$ cat config.mk
export PLATFORM = sky130hd
export DESIGN_NAME = dec_reload_timer
export DESIGN_NICKNAME = d
export VERILOG_FILES = /design/src/rtl/dec_pkg.sv /design/src/rtl/dec_action_sel.sv /design/src/rtl/dec_reload_reg.sv /design/src/rtl/dec_count_reg.sv /design/src/rtl/dec_reload_timer.sv
export SDC_FILE = /design/constraint.sdc
export NUM_CORES = 1
export LEC_CHECK = 0
export BUFFER_PORTS_ARGS = -buffer_cell sky130_fd_sc_hd__clkbuf_2
export CELL_PAD_IN_SITES_DETAIL_PLACEMENT = 1
export CELL_PAD_IN_SITES_GLOBAL_PLACEMENT = 2
export CORE_MARGIN = 8
export CORE_UTILIZATION = 30
export CTS_CLUSTER_DIAMETER = 50
export CTS_CLUSTER_SIZE = 25
export DETAILED_ROUTE_END_ITERATION = 10
export MAX_ROUTING_LAYER = met4
export PLACE_DENSITY_LB_ADDON = 0.1
export SYNTH_ARGS = -nofsm -noshare
export SYNTH_HDL_FRONTEND = slang
export SYNTH_SLANG_ARGS = --single-unit
export TNS_END_PERCENT = 50
$ cat constraint.sdc
create_clock -name clk -period 3.6 [get_ports clk]
set_input_delay 0.9 -clock clk [delete_from_list [all_inputs] [get_ports clk]]
set_output_delay 0.9 -clock clk [all_outputs]
set_load 0.03 [all_outputs]
$ cat src/rtl/dec_pkg.sv
package dec_pkg;
   typedef enum logic [1:0] {
      ACT_HOLD   = 2'd0,
      ACT_LOAD   = 2'd1,
      ACT_STEP   = 2'd2,
      ACT_EXPIRE = 2'd3
   } dec_act_e;
endpackage

$ cat src/rtl/dec_action_sel.sv
module dec_action_sel
   import dec_pkg::*;
#(
   parameter int CNT_W = 32
) (
   input  logic             tick_en,
   input  logic             cnt_wr_en,
   input  logic [CNT_W-1:0] count,
   output dec_act_e         act
);
   localparam logic [CNT_W-1:0] ONE = CNT_W'(1);

   always_comb begin
      if (cnt_wr_en)
         act = ACT_LOAD;
      else if (tick_en && count == ONE)
         act = ACT_EXPIRE;
      else if (tick_en && count != '0)
         act = ACT_STEP;
      else
         act = ACT_HOLD;
   end
endmodule

$ cat src/rtl/dec_reload_reg.sv
module dec_reload_reg #(
   parameter int CNT_W     = 32,
   parameter bit RELOAD_EN = 1'b1
) (
   input  logic             clk,
   input  logic             rst_n,
   input  logic             wr_en,
   input  logic [CNT_W-1:0] wr_data,
   output logic [CNT_W-1:0] value
);
   generate
      if (RELOAD_EN) begin : g_store
         logic [CNT_W-1:0] held_q;
         always_ff @(posedge clk or negedge rst_n) begin
            if (!rst_n)
               held_q <= '0;
            else if (wr_en)
               held_q <= wr_data;
         end
         assign value = held_q;
      end else begin : g_none
         logic unused_w;
         assign unused_w = wr_en ^ (^wr_data) ^ clk ^ rst_n;
         assign value    = '0;
      end
   endgenerate
endmodule

$ cat src/rtl/dec_count_reg.sv
module dec_count_reg
   import dec_pkg::*;
#(
   parameter int CNT_W = 32
) (
   input  logic             clk,
   input  logic             rst_n,
   input  dec_act_e         act,
   input  logic [CNT_W-1:0] wr_data,
   input  logic             rld_enable,
   input  logic [CNT_W-1:0] rld_value,
   output logic [CNT_W-1:0] count,
   output logic             expire
);
   localparam logic [CNT_W-1:0] ONE = CNT_W'(1);

   logic [CNT_W-1:0] cnt_q, cnt_d;
   logic             exp_q;
   logic             do_reload;

   assign do_reload = rld_enable && (rld_value != '0);

   always_comb begin
      unique case (act)
         ACT_LOAD:   cnt_d = wr_data;
         ACT_STEP:   cnt_d = cnt_q - ONE;
         ACT_EXPIRE: cnt_d = do_reload ? rld_value : '0;
         default:    cnt_d = cnt_q;
      endcase
   end

   always_ff @(posedge clk or negedge rst_n) begin
      if (!rst_n) begin
         cnt_q <= '0;
         exp_q <= 1'b0;
      end else begin
         cnt_q <= cnt_d;
         exp_q <= (act == ACT_EXPIRE);
      end
   end

   assign count  = cnt_q;
   assign expire = exp_q;
endmodule

$ cat src/rtl/dec_reload_timer.sv
module dec_reload_timer
   import dec_pkg::*;
#(
   parameter int CNT_W     = 32,
   parameter bit RELOAD_EN = 1'b1
) (
   input  logic             clk,
   input  logic             rst_n,
   input  logic             tick_en,
   input  logic             cnt_wr_en,
   input  logic [CNT_W-1:0] cnt_wr_data,
   input  logic             rld_wr_en,
   input  logic [CNT_W-1:0] rld_wr_data,
   input  logic             rld_enable,
   output logic [CNT_W-1:0] count_o,
   output logic [CNT_W-1:0] reload_o,
   output logic             expire_o
);
   generate
      if (CNT_W < 2 || CNT_W > 64) begin : g_bad_width
         $error("dec_reload_timer: CNT_W must lie in 2..64");
      end
   endgenerate

   dec_act_e         act;
   logic [CNT_W-1:0] rld_val;
   logic             rld_gate;

   assign rld_gate = RELOAD_EN ? rld_enable : 1'b0;

   dec_action_sel #(.CNT_W(CNT_W)) u_sel (
      .tick_en   (tick_en),
      .cnt_wr_en (cnt_wr_en),
      .count     (count_o),
      .act       (act)
   );

   dec_reload_reg #(.CNT_W(CNT_W), .RELOAD_EN(RELOAD_EN)) u_rld (
      .clk     (clk),
      .rst_n   (rst_n),
      .wr_en   (rld_wr_en),
      .wr_data (rld_wr_data),
      .value   (rld_val)
   );

   dec_count_reg #(.CNT_W(CNT_W)) u_cnt (
      .clk        (clk),
      .rst_n      (rst_n),
      .act        (act),
      .wr_data    (cnt_wr_data),
      .rld_enable (rld_gate),
      .rld_value  (rld_val),
      .count      (count_o),
      .expire     (expire_o)
   );

   assign reload_o = rld_val;
endmodule

==> qor.txt <==
Core area = 0.0119 mm²
Layout cells sized above 1 = 44.1%
Clk sinks = 65
Root buffer cell = clkbuf_16
Critical path type = reg2reg
Nets = 548
Area grow syn2layout = 31.5%
Die width = 126 µm
Syn Std Cell Area = 0.00361 mm²
Slew margin rel. = 46.8%
Vias in the first global route = 3700
Synth Area in Compound Gates = 16.1%
Placed cell areas = 0.00443 mm²
Share of the core filled with cells = 39.9%
Total wire length = 13.8 mm
Post_cts resized = 0
Commonest cells after routing, fill and taps aside = clkbuf_2, dfrtp_1, nand2_1
GP Congestion = 0.828
Starting Density = 30.3%
Post-synthesis mux area share = 9.97%
Largest family of logic cells by synthesized area = simple AND/OR/NAND/NOR gates
Fraction of registers with async set/reset = 100%
Status = finished, final reports clean
Number of synthesized flops with an enable pin = 0
Via Count = 3477
Die Y-Extent = 126 µm
Yosys top cell by area = dfrtp_1
Yosys top cell area share = 45.0%
TritonRoute pass-1 iters = 6
Dpl hpwl = 10.1 mm
Synth top area cells = dfrtp_1, mux2_2, a222oi_1, nand2_1, nor4_1
Total track usage = 17.9%
DRT antenna net count = 0
Clock Skews = 0.00546 ns
CTS Buffer Depth = 2
Worst-Skew Late Latency = 0.34 ns
RSZ-0062 raised after global routing = no
Cts hold-fix bufs = 0
LEAKAGE = 2.16 nW
Fin. max-slew vios = 0
Fmax = 359 MHz
Fin crit share = 77.5%
Library cells used by synthesis = 60
Htree depth = 3
Antenna Diode Count = 0
Largest delay share family, worst path = simple AND/OR/NAND/NOR gates
CTS tree = done
First-pass GRT wire length = 21.6 mm
Crit path cell chain = or4_4, or4b_4, o31a_4, nor2_8, a222oi_1, o21ai_2
XOR/XNOR Fraction of Synth Area = 3.15%
Row count = 40
Die area = 0.0158 mm²
Worst Hold Class = reg2reg
I/O pin cnt = 135
TNS Setup = 0 ns
Num CTS Buffers = 9
Post-layout min period = 2.79 ns
Initial antenna violation count = 0
Max rail drop VDD = 0.197 mV
Congestion Overflow GR = 0
Wire per inst = 22.0 µm
Adder-cell share of the synthesized area = 0.692%
Max_cap viols = 0
Required @ worst endpoint = 3.86 ns
Post-CTS setup buffers = 0
Synth Instances = 344
Most common flop cell mapped by yosys = dfrtp_1
Largest net degree at the start of global routing = 42
Vias per cell = 5.54
Critical path's largest stage delay = 0.59 ns
DRC = 0
Synthesized area per cell = 10.5 µm²
Worst Max-Slew Pin Slew = 0.798 ns
Syn nets = 416
Post-synthesis sequential area ratio = 45.0%
Power Dens Cells = 508 mW/mm²
WP data arrival = 3.05 ns
Final hold violations = 0
IO Port Bufs = 134
Yosys warns = 0
Finish-stage setup viols = 0
Post-Layout Inst Area = 0.00475 mm²
Setup crit end kind = flop
Slowest cell on the critical path = or4_4
DR iter-0 viols = 242
Buf/Inv on CP = 0
Commonest non-fill, non-tap cell in the layout = clkbuf_2
Crit-path max FO = 24
Synth Register Bits = 65
Clock transition at path regs = 0.06 ns
Simple-gate share of the synthesized area = 21.5%
Critical Path Source Type = flop
## cell type report
| cell class | count | area [µm²] |
|---|---|---|
| fillers | 1403 | 7160 |
| multi-input cells | 255 | 1870 |
| flip-flops and latches | 65 | 1630 |
| repair buffers | 142 | 743 |
| clock buffers | 11 | 243 |
| well taps | 147 | 184 |
| clock inverters | 5 | 78.8 |
| inverters | 3 | 11.3 |
## report_power, final
part	total (mW)	switching (mW)	internal (mW)
logic	0.521	0.334	0.187
clock network	0.968	0.344	0.624
registers	0.928	0.122	0.805
## registers in the layout, summed over array words and instances, names as in the netlist
register,count
u_cnt.count,32
u_cnt.expire,1
u_rld.value,32
## synth_stat cells (7+ instances only)
master	n
dfrtp_1	65
nand2_1	42
mux2_2	32
nor4_1	22
a222oi_1	16
nor2_1	16
nand3_1	10
nor3_1	10
buf_2	8
xnor2_1	8
o21ai_0	7
o21ai_1	7
## path summary, 6_finish.rpt
| kind | start | endpoint | slack [ns] | depth (start not counted) |
|---|---|---|---|---|
| min | u_rld.value[18]$_DFFE_PN0P_ | u_cnt.count[18]$_DFFE_PN0P_ | 0.54 | 2 |
| min in group asynchronous | rst_n | u_rld.value[27]$_DFFE_PN0P_ | 0.63 | 1 |
| max | u_cnt.count[18]$_DFFE_PN0P_ | u_cnt.count[24]$_DFFE_PN0P_ | 0.81 | 6 |
| max in group asynchronous | rst_n | u_cnt.count[25]$_DFFE_PN0P_ | 2.30 | 2 |
| min reg2reg | u_rld.value[18]$_DFFE_PN0P_ | u_cnt.count[18]$_DFFE_PN0P_ | 0.54 | 2 |
| max reg2reg | u_cnt.count[18]$_DFFE_PN0P_ | u_cnt.count[24]$_DFFE_PN0P_ | 0.81 | 6 |
## cells by family after synthesis
family	count (synthesis)
and+or+nand+nor	137
AOI/OAI and AO/OA	71
DFF	65
muxes	32
buffers and inverters	24
xor gates and xnor gates	13
adders and majority gates	2
## per-stage QoR
stage	power (mW)	hold slack, ns	cells	worst slack, ns
CTS	2.45	0.533	628	0.803
global route	2.52	0.574	628	0.662
detailed placement	1.47	0.520	612	0.820
finish	2.42	0.536	628	0.811
floorplan	1.24	0.604	344	0.974
global placement	1.46	0.513	612	0.874
## worst reg2reg max path, cell delays in order (launching register included)
cell and delay, ns:
dfrtp_1 0.47, or4_4 0.59, or4b_4 0.58, o31a_4 0.41
nor2_8 0.40, a222oi_1 0.17, o21ai_2 0.09
## routing by layer
metal	wire length [µm]	GRT usage, %	up-vias	part of all wire (%)
met5	0	-	-	0
met4	178	5.73	0	1.3
met3	662	3.71	11	4.8
met2	6050	25.7	108	44
met1	6890	24.7	1740	50
li1	-	-	1618	-
Power figures use the tool's default switching activity.
